### src/rtl/ibc_pkg.sv
// Shared types for the indirect buffer call controller.
// Assumes: exactly two buffer levels below the ring; tag values are fixed.
package ibc_pkg;
    localparam int IB_LEVELS = 2;

    typedef enum logic [1:0] {
        SRC_RING = 2'd0,
        SRC_L1   = 2'd1,
        SRC_L2   = 2'd2
    } src_e;
endpackage

### src/rtl/ibc_ring_ptr.sv
// Ring read position: a word index that wraps inside a window of
// RING_WORDS words starting at RING_BASE.
// Assumes: step is asserted only while the ring is the active source.
module ibc_ring_ptr #(
    parameter int AW = 32,
    parameter int RING_WORDS = 1024,
    parameter logic [AW-1:0] RING_BASE = '0
) (
    input  logic          clk,
    input  logic          rst_n,
    input  logic          step,
    output logic [AW-1:0] addr
);
    localparam int RIW = (RING_WORDS > 1) ? $clog2(RING_WORDS) : 1;
    localparam logic [RIW-1:0] LAST = RIW'(RING_WORDS - 1);

    logic [RIW-1:0] idx_q;

    // Advance the ring index on each consumed word, wrapping at the window end.
    always_ff @(posedge clk) begin
        if (!rst_n)           idx_q <= '0;
        else if (step)        idx_q <= (idx_q == LAST) ? '0 : idx_q + 1'b1;
    end

    // Map the index into the ring window.
    always_comb addr = RING_BASE + AW'(idx_q);

    assert_ring_wrap_R2: assert property (@(posedge clk) disable iff (!rst_n)
        (step && idx_q == LAST) |=> (addr == RING_BASE));
endmodule

### src/rtl/ibc_level_ctx.sv
// Context of one indirect buffer level: the current word address and the
// remaining length. Load starts the buffer; step consumes one word.
// Assumes: load and step never coincide, and step only when not empty.
module ibc_level_ctx #(
    parameter int AW = 32,
    parameter int LW = 20
) (
    input  logic          clk,
    input  logic          rst_n,
    input  logic          load,
    input  logic [AW-1:0] load_addr,
    input  logic [LW-1:0] load_len,
    input  logic          step,
    output logic [AW-1:0] addr,
    output logic          empty
);
    logic [AW-1:0] addr_q;
    logic [LW-1:0] rem_q;

    // Hold the buffer position and count down the words still to fetch.
    always_ff @(posedge clk) begin
        if (!rst_n) begin
            addr_q <= '0;
            rem_q  <= '0;
        end else if (load) begin
            addr_q <= load_addr;
            rem_q  <= load_len;
        end else if (step) begin
            addr_q <= addr_q + 1'b1;
            rem_q  <= rem_q - 1'b1;
        end
    end

    // Present the position and the exhaustion flag.
    always_comb begin
        addr  = addr_q;
        empty = (rem_q == '0);
    end

    assert_no_underflow_R4: assert property (@(posedge clk) disable iff (!rst_n)
        step |-> !empty);
    assert_load_step_excl_R5: assert property (@(posedge clk) disable iff (!rst_n)
        !(load && step));
endmodule

### src/rtl/ibc_depth_ctrl.sv
// Nesting control: tracks the active level (0 ring, 1, 2) and turns length
// writes into calls and exhausted buffers into one-level returns.
// Assumes: fetch_adv and size_wr are asserted only while fetch_valid is 1.
module ibc_depth_ctrl
    import ibc_pkg::*;
(
    input  logic                 clk,
    input  logic                 rst_n,
    input  logic                 fetch_adv,
    input  logic                 size_wr,
    input  logic [IB_LEVELS-1:0] lvl_empty,
    output src_e                 cur_src,
    output logic                 fetch_valid,
    output logic                 step_ring,
    output logic [IB_LEVELS-1:0] lvl_load,
    output logic [IB_LEVELS-1:0] lvl_step,
    output logic                 nest_err
);
    localparam logic [1:0] TOP_LVL = 2'(IB_LEVELS);

    logic [1:0] lvl_q;
    logic       err_q;
    logic       cur_empty;
    logic       do_call;
    logic       do_ovf;
    logic       adv_ok;

    // Decide whether the active buffer is used up and classify the requests.
    always_comb begin
        cur_empty = 1'b0;
        for (int i = 0; i < IB_LEVELS; i++) begin
            if (lvl_q == 2'(i + 1)) cur_empty = lvl_empty[i];
        end
        fetch_valid = !cur_empty;
        do_call     = size_wr && fetch_valid && (lvl_q != TOP_LVL);
        do_ovf      = size_wr && fetch_valid && (lvl_q == TOP_LVL);
        adv_ok      = fetch_adv && fetch_valid;
        step_ring   = adv_ok && (lvl_q == 2'd0);
        cur_src     = src_e'(lvl_q);
        nest_err    = err_q;
    end

    // Per-level load on a call from the level below, step while active.
    for (genvar g = 0; g < IB_LEVELS; g++) begin : g_lvl
        localparam logic [1:0] CALLER = 2'(g);
        localparam logic [1:0] SELF   = 2'(g + 1);
        assign lvl_load[g] = do_call && (lvl_q == CALLER);
        assign lvl_step[g] = adv_ok && (lvl_q == SELF);
    end

    // Move the active level: pop on exhaustion, push on an accepted call.
    always_ff @(posedge clk) begin
        if (!rst_n)            lvl_q <= 2'd0;
        else if (!fetch_valid) lvl_q <= lvl_q - 2'd1;
        else if (do_call)      lvl_q <= lvl_q + 2'd1;
    end

    // Record a call attempted beyond the deepest level; kept until reset.
    always_ff @(posedge clk) begin
        if (!rst_n)      err_q <= 1'b0;
        else if (do_ovf) err_q <= 1'b1;
    end

    assert_depth_limit_R7: assert property (@(posedge clk) disable iff (!rst_n)
        lvl_q <= TOP_LVL);
    assert_err_sticky_R7: assert property (@(posedge clk) disable iff (!rst_n)
        nest_err |=> nest_err);
    assert_overflow_ignored_R7: assert property (@(posedge clk) disable iff (!rst_n)
        (size_wr && fetch_valid && cur_src == SRC_L2) |=> (nest_err && cur_src == SRC_L2));
    assert_call_enters_R3: assert property (@(posedge clk) disable iff (!rst_n)
        (size_wr && fetch_valid && cur_src != SRC_L2) |=> (lvl_q == $past(lvl_q) + 2'd1));
    assert_return_one_level_R9: assert property (@(posedge clk) disable iff (!rst_n)
        !fetch_valid |=> (lvl_q == $past(lvl_q) - 2'd1));
endmodule

### src/rtl/ib_call_ctrl.sv
// Top of the nested indirect buffer call controller. Latches the buffer
// address register, owns the ring pointer and one context per buffer level,
// and selects the fetch address by the active source.
// Assumes: the decoder writes the address before or with the length, and
// requests arrive only while fetch_valid is 1.
module ib_call_ctrl
    import ibc_pkg::*;
#(
    parameter int AW = 32,
    parameter int LW = 20,
    parameter int RING_WORDS = 1024,
    parameter logic [AW-1:0] RING_BASE = '0
) (
    input  logic          clk,
    input  logic          rst_n,
    input  logic          fetch_adv,
    input  logic          ib_addr_wr,
    input  logic [AW-1:0] ib_addr_val,
    input  logic          ib_size_wr,
    input  logic [LW-1:0] ib_size_val,
    output logic [AW-1:0] fetch_addr,
    output logic [1:0]    fetch_src,
    output logic          fetch_valid,
    output logic          nest_err
);
    logic [AW-1:0]        ib_addr_q;
    logic [AW-1:0]        call_addr;
    logic [AW-1:0]        ring_addr;
    logic                 step_ring;
    logic [IB_LEVELS-1:0] lvl_load;
    logic [IB_LEVELS-1:0] lvl_step;
    logic [IB_LEVELS-1:0] lvl_empty;
    logic [AW-1:0]        lvl_addr [IB_LEVELS];
    src_e                 cur_src;

    // Latch the buffer start address written by the decoder.
    always_ff @(posedge clk) begin
        if (!rst_n)          ib_addr_q <= '0;
        else if (ib_addr_wr) ib_addr_q <= ib_addr_val;
    end

    // A same-cycle address write takes effect for the call it accompanies.
    always_comb call_addr = ib_addr_wr ? ib_addr_val : ib_addr_q;

    ibc_depth_ctrl u_depth (
        .clk         (clk),
        .rst_n       (rst_n),
        .fetch_adv   (fetch_adv),
        .size_wr     (ib_size_wr),
        .lvl_empty   (lvl_empty),
        .cur_src     (cur_src),
        .fetch_valid (fetch_valid),
        .step_ring   (step_ring),
        .lvl_load    (lvl_load),
        .lvl_step    (lvl_step),
        .nest_err    (nest_err)
    );

    ibc_ring_ptr #(
        .AW         (AW),
        .RING_WORDS (RING_WORDS),
        .RING_BASE  (RING_BASE)
    ) u_ring (
        .clk   (clk),
        .rst_n (rst_n),
        .step  (step_ring),
        .addr  (ring_addr)
    );

    for (genvar g = 0; g < IB_LEVELS; g++) begin : g_ctx
        ibc_level_ctx #(
            .AW (AW),
            .LW (LW)
        ) u_ctx (
            .clk       (clk),
            .rst_n     (rst_n),
            .load      (lvl_load[g]),
            .load_addr (call_addr),
            .load_len  (ib_size_val),
            .step      (lvl_step[g]),
            .addr      (lvl_addr[g]),
            .empty     (lvl_empty[g])
        );
    end

    // Select the fetch address of the active source.
    always_comb begin
        fetch_src  = cur_src;
        fetch_addr = ring_addr;
        for (int i = 0; i < IB_LEVELS; i++) begin
            if (cur_src == src_e'(i + 1)) fetch_addr = lvl_addr[i];
        end
    end

    assert_ring_frozen_R6: assert property (@(posedge clk) disable iff (!rst_n)
        (cur_src != SRC_RING) |=> $stable(ring_addr));
    assert_adv_when_valid_R4: assert property (@(posedge clk) disable iff (!rst_n)
        fetch_adv |-> fetch_valid);
    assert_call_when_valid_R9: assert property (@(posedge clk) disable iff (!rst_n)
        ib_size_wr |-> fetch_valid);
    assert_call_target_R10: assert property (@(posedge clk) disable iff (!rst_n)
        (ib_size_wr && ib_addr_wr && cur_src == SRC_RING) |=> (fetch_addr == $past(ib_addr_val)));
endmodule

### config.mk
export PLATFORM = sky130hd
export DESIGN_NAME = ib_call_ctrl
export DESIGN_NICKNAME = d
export VERILOG_FILES = /design/src/rtl/ibc_pkg.sv /design/src/rtl/ibc_ring_ptr.sv /design/src/rtl/ibc_level_ctx.sv /design/src/rtl/ibc_depth_ctrl.sv /design/src/rtl/ib_call_ctrl.sv
export SDC_FILE = /design/constraint.sdc
export NUM_CORES = 1
export LEC_CHECK = 0
export BUFFER_PORTS_ARGS = -buffer_cell sky130_fd_sc_hd__buf_4
export CAP_MARGIN = 30
export CORE_MARGIN = 4
export CORE_UTILIZATION = 50
export CTS_CLUSTER_SIZE = 16
export DETAILED_ROUTE_END_ITERATION = 6
export PLACE_DENSITY = 0.76
export SETUP_SLACK_MARGIN = 0.5
export SYNTH_ARGS = -nofsm -noshare
export SYNTH_HDL_FRONTEND = slang
export SYNTH_SLANG_ARGS = --single-unit
### constraint.sdc
create_clock -name clk -period 3.3 [get_ports clk]
set_input_delay 0.99 -clock clk [delete_from_list [all_inputs] [get_ports clk]]
set_output_delay 0.99 -clock clk [all_outputs]
set_load 0.01 [all_outputs]
# --- Word level (Yosys, flattened, before mapping) ---
# Cells that the tools add are included.
classes:
  n_addsub: 7
  eq_ne: 4
  n_mux: 16
  reduce_logical: 16
ops:
  columns: ["cell", "n"]
  rows:
  - ["$mux W32", 7]
  - ["$mux W20", 4]
  - ["$add A32 B1 Y32 const B", 2]
  - ["$logic_not A20 Y1", 2]
  - ["$sub A20 B1 Y20 const B", 2]
  - ["$add A10 B1 Y10 const B", 1]
  - ["$eq A10 B10 Y1 const B", 1]
  - ["$mux W10", 1]
  - ["$logic_and A1 B1 Y1", 9]
  - ["$reduce_bool A2 Y1", 3]
  - ["$mux W2", 2]
  - ["$add A2 B1 Y2 const B", 1]
  - ["$eq A2 B1 Y1 const B", 1]
  - ["$eq A2 B2 Y1 const B", 1]
  - ["$logic_not A2 Y1", 1]
  - ["$mux W1", 2]
  - ["$ne A2 B2 Y1 const B", 1]
  - ["$sub A2 B1 Y2 const B", 1]
  - ["$logic_not A1 Y1", 1]
totals:
  register_bits: 149
  in_bits: 57
  out_inout_bits: 36
  wordCells: 51

# --- Longest topological paths before layout ---
logic_depth:
  depth_word: 8
  depth_mapped: 12
  mapped_depth_nobuf: 10

# --- Hierarchy ---
# From an unflattened synthesis, not the netlist that was laid out.
unflattened:
  hier_cells: 1072
  area_unflattened_um2: 9440.3
by_module_without_submodules:
  columns: ["module", "instances", "cells_per_inst", "area_per_inst_um2"]
  rows:
  - ["ibc_level_ctx", 2, 375, 3022.9]
  - ["ib_call_ctrl", 1, 210, 2437.3]
  - ["ibc_ring_ptr", 1, 78, 673.1]
  - ["ibc_depth_ctrl", 1, 34, 284.0]

# --- Least setup slack after synthesis ---
# Ideal clock, no wire load.
synth_path:
  kind: "reg-to-output"
  start: "reg u_depth.lvl_q[0], in the netlist u_depth.cur_src[0]"
  end: "out fetch_valid"
  t_arrival_ps: 1987
  t_required_ps: 2310
  slack_ps: 323
  path_stages_with_launch: 9
  n_path_buf: 1
  path_cell_list: "dfxtp_1 -> inv_1 -> ha_1 -> nand4bb_1 -> nor3_1 -> nand4_2 -> nand2_1 -> inv_2 -> buf_1"
synth_via:
  elab_chain_cells: 4
  word_cells_on_any_way: 5
synth_lines:
  columns: ["element", "line", "source"]
  rows:
  - ["start, declared", "ibc_depth_ctrl.sv:21", "logic [1:0] lvl_q;"]
  - ["start signal, assigned", "ibc_depth_ctrl.sv:54", "else if (!fetch_valid) lvl_q <= lvl_q - 2'd1;"]
  - ["start signal, assigned", "ibc_depth_ctrl.sv:55", "else if (do_call) lvl_q <= lvl_q + 2'd1;"]
  - ["$eq A2 B1 Y1", "ibc_depth_ctrl.sv:32", "if (lvl_q == 2'(i + 1)) cur_empty = lvl_empty[i];"]
  - ["$mux W1", "ibc_depth_ctrl.sv:32", null]
  - ["$mux W1 (*)", "ibc_depth_ctrl.sv:32", null]
  - ["$logic_not A1 Y1 (*)", "ibc_depth_ctrl.sv:34", "fetch_valid = !cur_empty;"]
  - ["end, declared", "ib_call_ctrl.sv:23", "output logic fetch_valid,"]
# Mark *: on every way between the ends. The rest lies on a longest branch, timed or not.

# --- Final worst setup path ---
layout_path:
  start: "reg g_ctx[1].u_ctx.rem_q[5]"
  end: "out fetch_valid"
layout_via:
  elab_chain_cells: 3
layout_lines:
  columns: ["element", "line", "source"]
  rows:
  - ["start, declared", "ibc_level_ctx.sv:18", "logic [LW-1:0] rem_q;"]
  - ["start signal, assigned", "ibc_level_ctx.sv:27", "rem_q <= load_len;"]
  - ["start signal, assigned", "ibc_level_ctx.sv:30", "rem_q <= rem_q - 1'b1;"]
  - ["$logic_not A20 Y1", "ibc_level_ctx.sv:37", "empty = (rem_q == '0);"]
  - ["$mux W1", "ibc_depth_ctrl.sv:32", null]
  - ["$logic_not A1 Y1", "ibc_depth_ctrl.sv:34", null]
# Every way passes these cells.

==> run_results.csv <==
group,metric,value,unit
outcome,outcome,"finished clean",
logic_synthesis,synth_area_per_cell,7.686,um2
timing,min_period_over_period,91.53,%
placement,place.gp.congestion,0.9508,
layout,antennaDiodeCount,0,
logic_synthesis,yosys_warnings,0,
timing,rsz0062_at_grt,"yes",
timing,fin_crit,3.020,ns
routing,vias,8615,
worst_setup_path,crit_path_start_kind,"flop",
clock_network,numCtsBuffers,17,
timing,fin_setup_tns,0,ns
logic_synthesis,netlist.area_leader.share,36.24,%
placement,portBuffers,92,
hold_path,hp-class,"reg -> reg",
placement,dp_hpwl,18.20,mm
clock_network,cts_tree,"yes",
layout,final_layout_size_suffix_gt1_share,18.32,%
timing,slew_headroom,39.08,%
clock_network,clk_path_buf_depth,2,
die,dieArea,18580,um2
routing,dr.pass1.iters,6,
routing,viasPerCell,6.225,
timing,max_freq,0.3311,GHz
die,start_util,51.45,%
global_routing,antenna_found_initial,0,
clock_network,clk_latency,0.43,ns
routing,wl_per_cell,19.86,um
timing,tightest_slew,0.9111,ns
logic_synthesis,syn_area,8232,um2
worst_setup_path,crit_chain,"or4_4 -> nor4_4 -> nand2_2 -> nand2_4 -> inv_2 -> buf_6",
worst_setup_path,crit_fanout,3,
logic_synthesis,synth_cell_type_count,68,
worst_setup_path,path_class,"reg -> out",
worst_setup_path,slowest_delay,0.55,ns
layout,areaGrowthSynthToFinish,22.57,%
timing,fin_skew,0.008654,ns
logic_synthesis,synth_top_family_by_area,"simple AND/OR/NAND/NOR gates",
worst_setup_path,cp_top_family,"simple AND/OR/NAND/NOR gates",
worst_setup_path,cp-startpoint,"g_ctx[1].u_ctx.rem_q[5]",
run,maxCapViolCount,0,
clock_network,h-tree-depth,4,
die,die_w,136.3,um
logic_synthesis,syn_inst,1071,
global_routing,grt-ovfl-total,0,
global_routing,first_global_vias,7676,
placement,dpl_worst_slack,0.4472,ns
clock_network,hold_buffers,0,
logic_synthesis,synthAdderAreaFrac,1.520,%
layout,fillCellCount,1402,
pwr,power_density,857.7,nW/um2
logic_synthesis,synthSimpleGateAreaFrac,26.72,%
routing,drcViolationCount,0,
die,placementRows,46,
logic_synthesis,yosys_register_bits,149,
timing,hold_viol,0,
routing,routed_wl,27.49,mm
layout,fin_nets,1222,
die,fp.coreArea,16000,um2
global_routing,grt_max_degree,73,
logic_synthesis,synth_top_cell_by_area,"dfxtp_1",
timing,setup_viol,0,
worst_setup_path,cp_data_arrival_time,2.03,ns
worst_setup_path,crit_buf_inv,2,
worst_setup_path,timing.rr.start,"g_ctx[1].u_ctx.rem_q[5]",
logic_synthesis,synthTopCellsByArea,"dfxtp_1 36%, nand2_1 6.8%, nor2_1 5.3%",
routing,antenna_left,0,
logic_synthesis,synth_flop_cell,"dfxtp_1",
logic_synthesis,synth.mux.area_fraction,5.837,%
routing,first_iter_violations,1218,
timing,holdWs,0.4932,ns
logic_synthesis,synthXorXnorAreaFrac,5.426,%
clock_network,clock_sinks,149,
worst_setup_path,end_kind,"output port",
global_routing,grt_first_pass_wirelength,41.20,mm
pwr,peakVddDrop,0.4013,mV
clock_network,cts_root_buf,"clkbuf_16",
global_routing,track_usage,28.42,%
die,boundaryPins,93,
logic_synthesis,synth_nets,1138,
pwr,p_leak,3.790,nW
timing,slew_violations,0,
logic_synthesis,synth_compound_area_share,19.67,%
worst_setup_path,crit_slowest_cell,"or4_4",
clock_network,clk_pin_slew,0.06,ns
hold_path,min_from,"g_ctx[1].u_ctx.rem_q[11]",
die,die_height,136.3,um
worst_setup_path,crit_required,2.31,ns
logic_synthesis,synth_edf_count,0,
logic_synthesis,ys_seq_area_share,36.24,%
logic_synthesis,synth_async_sr_flop_share,0,%
timing,fin_ws,0.2796,ns
[power by group]
part / total, mW / leakage (nW) / switching (mW) / internal [mW]
clock network: 2.04 / 0.294 / 0.826 / 1.22
registers: 2.79 / 1.22 / 0.533 / 2.25
logic: 3.83 / 2.27 / 2.29 / 1.54
total: 8.65 / 3.79 / 3.65 / 5.01
[flip-flops by register name, summed over array words and instances, names as in the netlist]
name	flops
u_depth.cur_src	2
g_ctx.u_ctx.rem_q	40
ib_addr_q	32
g_ctx.u_ctx.addr	64
u_ring.idx_q	10
u_depth.nest_err	1
[repair_timing]
| action | in CTS | in global routing |
|---|---|---|
| setup endpoints to repair | 31 | 58 |
| gates resized for setup | 26 | 29 |
| cloned | 0 | 2 |
| setup buffers | 3 | 7 |
| pin swaps | 6 | 4 |
[metrics by stage]
stage	util (%)	area (um2)	total power, mW	cells
final	63.06	10090	8.654	1384
after global routing	63.06	10090	9.063	1384
after CTS	61.86	9898	8.268	1375
after detailed placement	57.34	9174	6.021	1340
after global placement	57.34	9174	5.973	1340
after floorplan	-	8248	5.006	1071
[worst min-delay path, delay by kind of cell (launching register included)]
kind | cells | cell delay, ns
flip-flops | 1 | 0.32
AO/OA/AOI/OAI | 2 | 0.13
[cell type report]
| class | instances | area, um2 | share of cell area [%] |
|---|---|---|---|
| clock inverters | 14 | 177.7 | 1.761 |
| multi-input cells | 834 | 5016 | 49.71 |
| clock buffers | 18 | 439.2 | 4.353 |
| flip-flops and latches | 149 | 2994 | 29.68 |
| well taps | 216 | 270.3 | 2.679 |
| inverters | 19 | 73.82 | 0.7316 |
| repair buffers | 134 | 1119 | 11.09 |
[cell families (layout without fill, tap and decap cells)]
logic type,count (synthesis),after routing
AO/OA/AOI/OAI,266,266
XOR/XNOR,51,51
adder cells (fa/ha/maj),10,10
buffers and inverters,88,185
flip-flops,149,149
multiplexers,47,47
AND/OR/NAND/NOR,460,460
[cells in the mapped netlist (all sizes together), types with 9 or more instances]
cell	count
nand4	27
xor2	21
mux2i	39
or3	14
nor3	36
a22oi	10
nor4	14
o22ai	9
nand2	151
a31oi	21
a21oi	79
ha	10
a211oi	9
buf	30
and3	15
nor2	117
xnor2	30
o21ai	86
a221oi	9
or4	11
dfxtp	149
inv	19
clkbuf	39
nand3	47
and2	13
[worst paths after layout]
check             slack, ns  cells after the start                  endpoint
setup / recovery       0.28                      6               fetch_valid
hold / removal         0.49                      2  g_ctx[1].u_ctx.rem_q[11]
setup reg to reg       0.56                     10   g_ctx[0].u_ctx.addr[17]
hold reg to reg        0.49                      2  g_ctx[1].u_ctx.rem_q[11]
[routing by layer]
metal  wire (um)  global-route usage, %  vias to the layer above
met2       12270                  43.97                      513
met3        3134                  7.587                       91
met1       11130                  38.24                     3990
met5           0                      0                        -
li1            -                      -                     4021
met4         954                  10.08                        0
[layout by cell type, fill, tap and decap left out, drive strengths merged, types with 30 or more instances in the layout]
cell type  Yosys  layout
nand2        151     151
dfxtp        149     149
buf           30     132
nor2         117     117
o21ai         86      86
a21oi         79      79
nand3         47      47
mux2i         39      39
nor3          36      36
xnor2         30      30
No activity file was read; power rests on OpenSTA's default activity.
